--- src/rtl/uart_ctl_pkg.sv ---
package uart_ctl_pkg;
  localparam int unsigned DW = 8;

  typedef enum logic [2:0] {
    CMD_NOP     = 3'b000,
    CMD_PTR_RST = 3'b001,
    CMD_RX_RST  = 3'b010,
    CMD_TX_RST  = 3'b011,
    CMD_ERR_RST = 3'b100,
    CMD_BCH_RST = 3'b101,
    CMD_BRK_ON  = 3'b110,
    CMD_BRK_OFF = 3'b111
  } cmd_e;
endpackage

--- src/rtl/uart_mode_regs.sv ---
module uart_mode_regs
  import uart_ctl_pkg::*;
(
  input  logic          clk_i,
  input  logic          rst_ni,
  input  logic          acc_i,
  input  logic          we_i,
  input  logic [DW-1:0] wdata_i,
  input  logic          ptr_rst_i,
  output logic          sel2_o,
  output logic [DW-1:0] mr1_o,
  output logic [DW-1:0] mr2_o
);
  logic          ptr_q;
  logic [DW-1:0] mr1_q, mr2_q;

  always_ff @(posedge clk_i or negedge rst_ni) begin
    if (!rst_ni) begin
      ptr_q <= 1'b0;
      mr1_q <= '0;
      mr2_q <= '0;
    end else begin
      if (ptr_rst_i)  ptr_q <= 1'b0;
      else if (acc_i) ptr_q <= 1'b1;
      if (acc_i && we_i) begin
        if (ptr_q) mr2_q <= wdata_i;
        else       mr1_q <= wdata_i;
      end
    end
  end

  assign sel2_o = ptr_q;
  assign mr1_o  = mr1_q;
  assign mr2_o  = mr2_q;

  AST_PTR_STICKY: assert property (@(posedge clk_i) disable iff (!rst_ni)
    ptr_q && !ptr_rst_i |=> ptr_q);
  AST_MR1_LOCKED: assert property (@(posedge clk_i) disable iff (!rst_ni)
    ptr_q |=> $stable(mr1_q));
endmodule

--- src/rtl/uart_cmd_dec.sv ---
module uart_cmd_dec
  import uart_ctl_pkg::*;
(
  input  logic       clk_i,
  input  logic       rst_ni,
  input  logic       we_i,
  input  logic [6:0] cmd_i,
  output logic       ptr_rst_o,
  output logic       err_rst_o,
  output logic [1:0] en_o,      // [0] rx, [1] tx
  output logic       rx_rst_o,
  output logic       tx_rst_o,
  output logic       bch_clr_o,
  output logic       brk_o
);
  cmd_e code;
  logic rx_rst_q, tx_rst_q, bch_q, brk_q;

  assign code      = cmd_e'(cmd_i[6:4]);
  assign ptr_rst_o = we_i && (code == CMD_PTR_RST);
  assign err_rst_o = we_i && (code == CMD_ERR_RST);

  // one enable/disable pair per direction; disable wins
  for (genvar d = 0; d < 2; d++) begin : g_dir
    logic en_q;
    always_ff @(posedge clk_i or negedge rst_ni) begin
      if (!rst_ni)                  en_q <= 1'b0;
      else if (we_i && cmd_i[2*d+1]) en_q <= 1'b0;
      else if (we_i && cmd_i[2*d])   en_q <= 1'b1;
    end
    assign en_o[d] = en_q;
  end

  always_ff @(posedge clk_i or negedge rst_ni) begin
    if (!rst_ni) begin
      rx_rst_q <= 1'b0;
      tx_rst_q <= 1'b0;
      bch_q    <= 1'b0;
      brk_q    <= 1'b0;
    end else begin
      rx_rst_q <= we_i && (code == CMD_RX_RST);
      tx_rst_q <= we_i && (code == CMD_TX_RST);
      bch_q    <= we_i && (code == CMD_BCH_RST);
      if (we_i && code == CMD_BRK_ON)       brk_q <= 1'b1;
      else if (we_i && code == CMD_BRK_OFF) brk_q <= 1'b0;
    end
  end

  assign rx_rst_o  = rx_rst_q;
  assign tx_rst_o  = tx_rst_q;
  assign bch_clr_o = bch_q;
  assign brk_o     = brk_q;

  AST_RX_DIS_WINS: assert property (@(posedge clk_i) disable iff (!rst_ni)
    we_i && cmd_i[1] |=> !en_o[0]);
  AST_TX_DIS_WINS: assert property (@(posedge clk_i) disable iff (!rst_ni)
    we_i && cmd_i[3] |=> !en_o[1]);
  AST_BRK_ON: assert property (@(posedge clk_i) disable iff (!rst_ni)
    we_i && cmd_i[6:4] == 3'b110 |=> brk_o);
  AST_BRK_OFF: assert property (@(posedge clk_i) disable iff (!rst_ni)
    we_i && cmd_i[6:4] == 3'b111 |=> !brk_o);
endmodule

--- src/rtl/uart_stat.sv ---
module uart_stat
  import uart_ctl_pkg::*;
(
  input  logic          clk_i,
  input  logic          rst_ni,
  input  logic          ovr_set_i,
  input  logic          ovr_clr_i,
  input  logic          brk_i,
  input  logic          fe_i,
  input  logic          pe_i,
  input  logic          tx_empty_i,
  input  logic          tx_ready_i,
  input  logic          full_i,
  input  logic          rx_ready_i,
  output logic [DW-1:0] stat_o
);
  logic ovr_q;

  always_ff @(posedge clk_i or negedge rst_ni) begin
    if (!rst_ni)        ovr_q <= 1'b0;
    else if (ovr_set_i) ovr_q <= 1'b1;
    else if (ovr_clr_i) ovr_q <= 1'b0;
  end

  assign stat_o = {brk_i, fe_i, pe_i, ovr_q, tx_empty_i, tx_ready_i, full_i, rx_ready_i};

  AST_OVR_HOLD: assert property (@(posedge clk_i) disable iff (!rst_ni)
    ovr_q && !ovr_clr_i |=> ovr_q);
  AST_OVR_SET: assert property (@(posedge clk_i) disable iff (!rst_ni)
    ovr_set_i |=> ovr_q);
endmodule

--- src/rtl/uart_chan_ctrl.sv ---
module uart_chan_ctrl
  import uart_ctl_pkg::*;
#(
  parameter int unsigned AW        = 2,
  parameter int unsigned MODE_ADDR = 0,
  parameter int unsigned STAT_ADDR = 1,
  parameter int unsigned CMD_ADDR  = 2
) (
  input  logic          clk_i,
  input  logic          rst_ni,
  input  logic          wr_i,
  input  logic          rd_i,
  input  logic [AW-1:0] addr_i,
  input  logic [DW-1:0] wdata_i,
  output logic [DW-1:0] rdata_o,
  input  logic          rx_brk_i,
  input  logic          rx_fe_i,
  input  logic          rx_pe_i,
  input  logic          rx_ovr_i,
  input  logic          tx_empty_i,
  input  logic          tx_ready_i,
  input  logic          fifo_full_i,
  input  logic          rx_ready_i,
  output logic          rx_en_o,
  output logic          tx_en_o,
  output logic          rx_rst_o,
  output logic          tx_rst_o,
  output logic          brk_chg_clr_o,
  output logic          brk_o,
  output logic [1:0]    par_mode_o,
  output logic          par_odd_o,
  output logic [1:0]    char_len_o,
  output logic [1:0]    chan_mode_o,
  output logic          tx_rts_ctl_o,
  output logic          tx_cts_en_o,
  output logic [4:0]    stop_len_o
);
  localparam logic [AW-1:0] A_MODE = AW'(MODE_ADDR);
  localparam logic [AW-1:0] A_STAT = AW'(STAT_ADDR);
  localparam logic [AW-1:0] A_CMD  = AW'(CMD_ADDR);
  localparam int unsigned   SW     = 5;

  logic          mode_acc, cmd_we, ptr_rst, err_rst, sel2;
  logic [DW-1:0] mr1, mr2, stat;
  logic [1:0]    en;

  assign mode_acc = (wr_i || rd_i) && (addr_i == A_MODE);
  assign cmd_we   = wr_i && (addr_i == A_CMD);

  uart_mode_regs u_mode (
    .clk_i, .rst_ni,
    .acc_i     (mode_acc),
    .we_i      (wr_i),
    .wdata_i,
    .ptr_rst_i (ptr_rst),
    .sel2_o    (sel2),
    .mr1_o     (mr1),
    .mr2_o     (mr2)
  );

  uart_cmd_dec u_cmd (
    .clk_i, .rst_ni,
    .we_i      (cmd_we),
    .cmd_i     (wdata_i[6:0]),
    .ptr_rst_o (ptr_rst),
    .err_rst_o (err_rst),
    .en_o      (en),
    .rx_rst_o,
    .tx_rst_o,
    .bch_clr_o (brk_chg_clr_o),
    .brk_o
  );

  uart_stat u_stat (
    .clk_i, .rst_ni,
    .ovr_set_i  (rx_ovr_i),
    .ovr_clr_i  (err_rst),
    .brk_i      (rx_brk_i),
    .fe_i       (rx_fe_i),
    .pe_i       (rx_pe_i),
    .tx_empty_i,
    .tx_ready_i,
    .full_i     (fifo_full_i),
    .rx_ready_i,
    .stat_o     (stat)
  );

  always_comb begin
    if (addr_i == A_MODE)      rdata_o = sel2 ? mr2 : mr1;
    else if (addr_i == A_STAT) rdata_o = stat;
    else                       rdata_o = '0;
  end

  assign rx_en_o      = en[0];
  assign tx_en_o      = en[1];
  assign par_mode_o   = mr1[4:3];
  assign par_odd_o    = mr1[2];
  assign char_len_o   = mr1[1:0];
  assign chan_mode_o  = mr2[7:6];
  assign tx_rts_ctl_o = mr2[5];
  assign tx_cts_en_o  = mr2[4];

  // stop length in 1/16 bit: whole bit from k, half bit, n/16, extra half for short chars
  logic         stop_k;
  logic [SW-1:0] stop_extra;
  assign stop_k     = mr2[3];
  assign stop_extra = (!stop_k && mr1[1:0] == 2'b00) ? SW'(8) : SW'(0);
  assign stop_len_o = {stop_k, 4'b0000} + SW'(8) + {2'b00, mr2[2:0]} + stop_extra;

  AST_STOP_MIN: assert property (@(posedge clk_i) disable iff (!rst_ni)
    stop_len_o >= 5'd8);
endmodule

--- config.mk ---
export PLATFORM = sky130hd
export DESIGN_NAME = uart_chan_ctrl
export DESIGN_NICKNAME = d
export VERILOG_FILES = /design/src/rtl/uart_ctl_pkg.sv /design/src/rtl/uart_mode_regs.sv /design/src/rtl/uart_cmd_dec.sv /design/src/rtl/uart_stat.sv /design/src/rtl/uart_chan_ctrl.sv
export SDC_FILE = /design/constraint.sdc
export NUM_CORES = 1
export LEC_CHECK = 0
export BUFFER_PORTS_ARGS = -buffer_cell sky130_fd_sc_hd__buf_4
export CORE_ASPECT_RATIO = 1.25
export CORE_MARGIN = 2
export CORE_UTILIZATION = 54
export CTS_BUF_LIST = sky130_fd_sc_hd__clkbuf_4 sky130_fd_sc_hd__clkbuf_8
export DETAILED_ROUTE_END_ITERATION = 8
export PLACE_DENSITY = 0.93
export RECOVER_POWER = 100
export SYNTH_ARGS = -nofsm -noshare
export SYNTH_HDL_FRONTEND = slang
export SYNTH_SLANG_ARGS = --single-unit
--- constraint.sdc ---
create_clock -name clk_i -period 2.4 [get_ports clk_i]
set_input_delay 0 -clock clk_i [delete_from_list [all_inputs] [get_ports clk_i]]
set_output_delay 0 -clock clk_i [all_outputs]
set_load 0.1 [all_outputs]
* After elaboration in Yosys (flattened, before gate mapping)
Index checks and enable logic that the tools add are counted.
** Operators by class
- Add/sub/neg operators :: 3
- Mux-type cells :: 14
- Bitwise logic cells :: 1
- Equal/unequal tests :: 9
- Reductions and logical operators :: 26
** Operators by type and width (number)
- $mux W8 :: 3
- $logic_and A1 B1 Y1 :: 15
- $eq A3 B3 Y1 const B :: 4
- $mux W1 :: 10
- $reduce_bool A2 Y1 :: 5
- $eq A3 B2 Y1 const B :: 2
- $add A5 B3 Y5 :: 1
- $add A5 B4 Y5 :: 1
- $add A5 B4 Y5 const B :: 1
- $logic_not A2 Y1 :: 2
- $mux W4 :: 1
- $reduce_and A2 Y1 :: 2
- $eq A3 B1 Y1 const B :: 1
- $eq A2 B1 Y1 const B :: 1
- $eq A2 B2 Y1 const B :: 1
- $logic_not A1 Y1 :: 1
- $logic_or A1 B1 Y1 :: 1
- $not A1 Y1 :: 1
** Storage, ports and cells
- Logic and storage cells :: 63
- Register bits after elaboration :: 24
- Output and inout bits :: 28
- Input port bits :: 22

* Longest topological paths before layout
Gate-level depths: netlist (run 1).
- Word-level depth :: 5
- Gate-level depth with buffers :: 5
- Depth with buffers taken out :: 3

* Cells and area by module
A second synthesis (run 1) with hierarchy kept.
** Second synthesis, totals
- Cells, all modules :: 103
- Area total of the unflattened synthesis :: 1278.7 um^2
** Modules (own cells, without submodules)
- uart_mode_regs :: sequential area each 425.4 um^2, cells an instance 37, times used 1, area each 650.6 um^2
- uart_cmd_dec :: sequential area each 150.1 um^2, cells an instance 22, times used 1, area each 272.8 um^2
- uart_chan_ctrl :: sequential area each 0.0 um^2, cells an instance 33, times used 1, area each 259.0 um^2
- uart_stat :: sequential area each 25.0 um^2, cells an instance 11, times used 1, area each 96.3 um^2

* Worst setup path after synthesis (run 1)
Ideal clock, no wire load.
- Kind :: reg-to-output
- Start :: register u_mode.mr1_q[2] (netlist: u_mode.mr1_o[2])
- End :: output rdata_o[2]
- Stages on the path, launching flop included :: 4
- Data required time :: 2.400 ns
- Path slack :: -0.118 ns
- Arrival time :: 2.518 ns
- Buffers on the path :: 0
- Cell sequence :: dfrtp_1 -> mux2_2 -> mux2i_1 -> nor2_1
** Between the ends
- Cells in the longest elaborated chain, start to end :: 2
** Ends and longest elaborated chain
- start, declared :: RTL line uart_mode_regs.sv:15 : logic [DW-1:0] mr1_q, mr2_q;
- start signal, assigned :: RTL line uart_mode_regs.sv:27 : else mr1_q <= wdata_i;
- $mux W8 (2 in a row) :: RTL line uart_chan_ctrl.sv:89 : if (addr_i == A_MODE) rdata_o = sel2 ? mr2 : mr1;
- end, declared :: RTL line uart_chan_ctrl.sv:15 : output logic [DW-1:0] rdata_o,
No other way between the ends.

* Worst setup path in the final report (run 1)
- Start :: register u_mode.ptr_q (netlist: u_mode.sel2_o)
- End :: output rdata_o[2]
** Between the ends
- Cells in the longest elaborated chain, start to end :: 2
** Ends and longest elaborated chain
- start, declared :: RTL line uart_mode_regs.sv:14 : logic ptr_q;
- start signal, assigned :: RTL line uart_mode_regs.sv:19 : ptr_q <= 1'b0;
- start signal, assigned :: RTL line uart_mode_regs.sv:23 : if (ptr_rst_i) ptr_q <= 1'b0;
- start signal, assigned :: RTL line uart_mode_regs.sv:24 : else if (acc_i) ptr_q <= 1'b1;
- $mux W8 (2 in a row) :: RTL line uart_chan_ctrl.sv:89
No other way between the ends.

==> flow_summary.toml, run 1 <==
[job]
max-cap-violations = 0

[timing]
skew_ns = 0.0171
fmax_mhz = 514
finalHoldWorstSlack_ns = 0.0304
rsz0062_at_grt = "no"
setup_tns_ns = 0
finalHoldViolations = 0
fin_ws_ns = 0.454
fin_crit_ns = 1.95
fin_crit_sh_pct = 81.1
worst_slew_pin_slew_ns = 1.28
relSlewSlack_pct = 14.5
drv_slew = 0
setup_viol = 0

[final_layout]
drive_above_1_share_pct = 34.0
stdcell_area_mm2 = 0.00164
area_growth_pct = 26.5
final_cell_mix = "dfrtp_1, clkbuf_1, buf_4"
nets = 179
post-route-util_pct = 73.5
antenna_cells = 0
final_common_cell = "dfrtp_1"

[clock_network]
clk_latency_ns = 0.33
clk_pin_slew_ns = 0.14
post_cts_buffers = 0
clock_tree.root_cell = "clkbuf_4"
cts.sinks = 24
cts_tree = "built"
ctsHtreeMaxLevel = 1
numCtsBuffers = 3
clk_path_buf_depth = 2

[logic_synthesis]
synth.top_cells.by_area = "dfrtp_1, mux2_2, mux2_4"
ys_seq_area_share_pct = 46.3
ys_types = 24
yosysWarnings = 0
synthesis.nets = 126
ys_seq_elements = 24
syn_avg_cell_area_um2 = 12.5
netlist_instances = 104
synth_largest_area_cell = "dfrtp_1"
syn_area_mm2 = 0.00130
synth_top_area_share_pct = 46.3

[power_and_ir_drop]
power_density_mw_per_mm2 = 1020
ir_worst_vdd_uv = 620
p_leak_uw = 0.000786

[route]
drc = 0
drt_iter0_drc = 3
vias_per_cell = 5.23
drt_pass1_iterations = 4
vias = 978
avgRoutedWirePerCell_um = 15.7
wl_um = 2940
antenna_left = 0

[floorplan]
die-area_mm2 = 0.00281
design.portCount = 50
die_h_um = 58.8
num_rows = 19
die_w_um = 47.8
coreArea_mm2 = 0.00223
initial_utilization_pct = 58.1

[critical_path]
crit_start = "u_mode.sel2_o"
path_class = "reg -> out"
critPathCapture = "rdata_o[2]"
critPathArrivalTime_ns = 1.95
r2r_slack_ns = 0.74
critPathMaxFanout = 10
required_ns = 2.40
r2r_end = "u_mode.mr2_o[4]"
crit_path_end_kind = "output port"
r2r.worst_path.cells = 2
start_kind = "register"
r2r_start = "u_mode.sel2_o"

[global_route]
grt_max_degree = 25
grt_pass1_wl_um = 4660
grt-ovfl-total = 0
antenna_found_initial = 0
grt_pass1_vias = 1008
grt_usage_pct = 23.5

[placement]
placed_cell_area_mm2 = 0.00158
gp_congestion = 0.786
portBuffers = 49
preCtsSetupSlack_ns = 0.835
dp_hpwl_um = 2030

[run_status]
status = "finished clean"

[worst_hold_path]
hp-class = "in -> reg"
hold_path.startpoint = "rd_i"
-- synth_stat cells, drive strengths merged --
master and instances:
o21bai 1, a21o 1, nand3 2, a21oi 4
mux2i 9, o21ai 1, and4bb 1, and3b 1
dfrtp 24, and3 3, inv 3, and4 1
or3 1, nor2 11, buf 15, a32oi 1
nand2 1, mux2 24
-- sequential cells by signal, summed over array words and instances, names as in the netlist --
| register | cells |
|---|---|
| u_cmd.bch_clr_o | 1 |
| u_cmd.tx_rst_o | 1 |
| u_cmd.rx_rst_o | 1 |
| u_mode.mr2_o | 8 |
| u_stat.ovr_q | 1 |
| u_cmd.brk_o | 1 |
| u_mode.sel2_o | 1 |
| u_mode.mr1_o | 8 |
| u_cmd.g_dir.en_q | 2 |
-- final cells by class --
class	count	area, µm²
sequential	24	601
clock inverter	1	30.0
tap	31	38.8
timing repair buffer	63	402
inverter	3	11.3
fill	199	593
clock buffer	3	22.5
multi-input combinational	62	537
-- per-layer routing --
metal,wire length (µm),part of all wire [%],GRT usage (%),up-vias
li1,-,-,-,456
met1,1220,42,29.4,486
met2,1560,53,40.6,34
met3,120,4.1,3.37,2
met4,35,1.2,6.95,0
met5,0,0,0,-
-- worst min path at each step --
stage,endpoint,slack (ns),cells after the start
floorplan,u_cmd.bch_clr_o,-0.30,0
global placement,u_mode.mr2_o[6],-0.09,1
detailed placement,u_mode.mr2_o[6],-0.09,1
CTS,u_mode.sel2_o,0.02,3
global route,u_mode.sel2_o,0.04,3
finish,u_mode.sel2_o,0.03,3
-- timing repair --
action,in CTS,in global routing
endpoints found under the hold margin,47,0
hold buffers,14,0
resized for setup,0,0
-- where the power goes --
group,internal (µW),switching (µW)
Sequential,472,56.3
Combinational,161,687
Clock,169,124
-- metrics by stage --
stage,power (µW),instances
global placement,1430,169
detailed placement,1450,169
CTS,1760,187
floorplan,1310,104
finish,1670,187
global route,1730,187
-- critical path, cell delays in order, from the launching register on --
cell,delay [ns]
dfrtp_1,0.63
mux2_2,0.39
mux2i_1,0.18
nor2_2,0.05
clkbuf_2,0.36
-- kinds of logic (layout without fill, tap and decap cells) --
| kind of cell | after synthesis | in the layout | synth area share, % |
|---|---|---|---|
| compound gates | 8 | 8 | 3.76 |
| buf+inv | 18 | 70 | 10.8 |
| flops | 24 | 24 | 46.3 |
| mux | 33 | 33 | 30.1 |
| simple gates | 21 | 21 | 9.06 |
(Power assumes the default switching activity.)
==> inputs of run 2 (changes only) <==
--- a/config.mk
+++ b/config.mk
@@ -8,10 +8,10 @@
 export BUFFER_PORTS_ARGS = -buffer_cell sky130_fd_sc_hd__buf_4
 export CORE_ASPECT_RATIO = 1.25
 export CORE_MARGIN = 2
-export CORE_UTILIZATION = 54
+export CORE_UTILIZATION = 45
 export CTS_BUF_LIST = sky130_fd_sc_hd__clkbuf_4 sky130_fd_sc_hd__clkbuf_8
 export DETAILED_ROUTE_END_ITERATION = 8
-export PLACE_DENSITY = 0.93
+export PLACE_DENSITY = 0.83
 export RECOVER_POWER = 100
 export SYNTH_ARGS = -nofsm -noshare
 export SYNTH_HDL_FRONTEND = slang
==> constraint.sdc (replaced) <==
create_clock -name clk_i -period 1.7 [get_ports clk_i]
set_input_delay 0 -clock clk_i [delete_from_list [all_inputs] [get_ports clk_i]]
set_output_delay 0 -clock clk_i [all_outputs]
set_load 0.1 [all_outputs]
==> run 2 against run 1 <==
Compared with the run above:
- worst setup slack got worse by 0.42 ns
- sequential share of layout area down 2.7 points
- non-clock buffer count up 2
- critical path depth unchanged
- clock power hardly changed
- sequential power up 42%
- via count shrank 0.51%
- count of clock-buffer cells in the layout grew 1
- design area is 8.8% higher
- register-to-register slack worse by 0.67 ns
==> flow_summary.toml, run 2 (synthesis gave the netlist of run 1 again) <==
[run_status]
status = "finished clean"

[critical_path]
r2r_end = "u_mode.mr1_o[0]"
path_buf_inv = 1
start_kind = "register"
crit_path_end_kind = "output port"
cp_top_family = "multiplexers"
critPathMaxFanout = 9
max_stage_delay_ns = 0.51
required_ns = 1.70
r2r_start = "u_mode.sel2_o"
path_cells = "mux2_2, mux2i_1, nor2_4, buf_4"
crit_start = "u_mode.sel2_o"
cpMaxStageDelayCell = "dfrtp_2"
path_class = "reg -> out"
r2r_slack_ns = 0.07
critPathArrivalTime_ns = 1.67
r2r.worst_path.cells = 6

[worst_hold_path]
min_path_cells = 3
hp-class = "in -> reg"
hold_path.startpoint = "rd_i"
min_to = "u_mode.sel2_o"

[job]
max-cap-violations = 0

[global_route]
grt_max_degree = 25
antenna_found_initial = 0
grt_pass1_vias = 1019
grt_pass1_wl_um = 4490
grt_usage_pct = 17.8
grt-ovfl-total = 0

[placement]
preCtsSetupSlack_ns = 0.241
post-place-cells = 173
dp_hpwl_um = 2020
portBuffers = 49
placed_cell_area_mm2 = 0.00163
gp_congestion = 0.779

[floorplan]
design.portCount = 50
die_h_um = 64.0
initial_utilization_pct = 47.9
die_w_um = 52.0
num_rows = 21
coreArea_mm2 = 0.00271
die-area_mm2 = 0.00333

[timing]
setup_viol = 0
finalHoldViolations = 0
drv_slew = 0
skew_ns = 0.0113
fmax_mhz = 601
fin_crit_ns = 1.67
relSlewSlack_pct = 15.3
fin_crit_sh_pct = 97.9
rsz0062_at_grt = "yes"
fin_ws_ns = 0.0349
worst_slew_pin_slew_ns = 1.27

[final_layout]
stdcell_area_mm2 = 0.00179
area_growth_pct = 37.6
nets = 181
final_cell_mix = "buf_4, dfrtp_1, mux2_2"
antenna_cells = 0
final_common_cell = "buf_4"
stdcell_count = 192
post-route-util_pct = 66.0
drive_above_1_share_pct = 60.8

[clock_network]
clk_pin_slew_ns = 0.12
cts.sinks = 24
cts_tree = "built"
clock_tree.root_cell = "clkbuf_4"
numCtsBuffers = 3
clk_latency_ns = 0.31
clk_path_buf_depth = 2
ctsHtreeMaxLevel = 1

[route]
vias = 973
drc = 0
drt_pass1_iterations = 4
antenna_left = 0
drt_iter0_drc = 28
avgRoutedWirePerCell_um = 15.0
wl_um = 2880
vias_per_cell = 5.07

[power_and_ir_drop]
power_density_mw_per_mm2 = 1320
total_power_uw = 2350
p_leak_uw = 0.000871
ir_worst_vdd_uv = 852
[run 2: changes by cell type in the layout (fill, tap and decap cells not counted), moves of 3 or more]
cell      before  now
clkbuf_1      23    3
buf_4         18   32
clkbuf_2       8   15
mux2_1         7    0
mux2_4         1    8
nor2_1         8    3
dfrtp_1       24   21
dfrtp_2        0    3
nor2_4         0    3
[run 2: what timing repair did]
item,CTS,global route
buffers inserted,1,1
setup endpoints to repair,8,4
hold buffers,13,0
endpoints found under the hold margin,47,0
resized for setup,1,5
[run 2: power breakdown]
group          internal [µW]  switching, µW  total (µW)
clock network            131            159         290
logic                    327            987        1310
registers                669           80.1         749
[run 2: per-stage QoR]
stage / setup TNS (ns) / hold slack (ns)
2_1_floorplan: -0.0764 / -0.296
6_report: 0 / 0.0369
5_1_grt: -0.0173 / 0.0193
3_3_place_gp: 0 / -0.0903
3_5_place_dp: 0 / -0.0876
4_1_cts: 0 / 0.0272
[run 2: cell type report]
class / instances / area [µm²]
fill: 212 / 921
multi-input combinational: 62 / 612
sequential: 24 / 604
timing repair buffer: 65 / 479
tap: 34 / 42.5
clock buffer: 4 / 36.3
inverter: 3 / 11.3
[run 2: how the worst max path moves through the flow]
| stage | end | slack [ns] | cells after the start |
|---|---|---|---|
| 2_1_floorplan | rdata_o[2] | -0.08 | 3 |
| 3_3_place_gp | u_mode.mr1_o[5] | 0.26 | 4 |
| 3_5_place_dp | rdata_o[5] | 0.24 | 4 |
| 4_1_cts | rdata_o[5] | 0.004 | 4 |
| 5_1_grt | rdata_o[4] | -0.02 | 4 |
| 6_report | rdata_o[4] | 0.03 | 4 |
[run 2: worst min-delay path, delay by kind of cell]
kind / cells / cell delay [ns]
buffers and inverters: 1 / 0.08
AOI/OAI and AO/OA: 2 / 0.21
[run 2: per-layer routing]
layer / global-route usage [%] / wire [µm] / part of all wire [%]
met3: 2.57 / 176 / 6.1
met5: 0 / 0 / 0
met1: 22.0 / 1180 / 41
met2: 31.0 / 1480 / 52
met4: 5.92 / 40 / 1.4
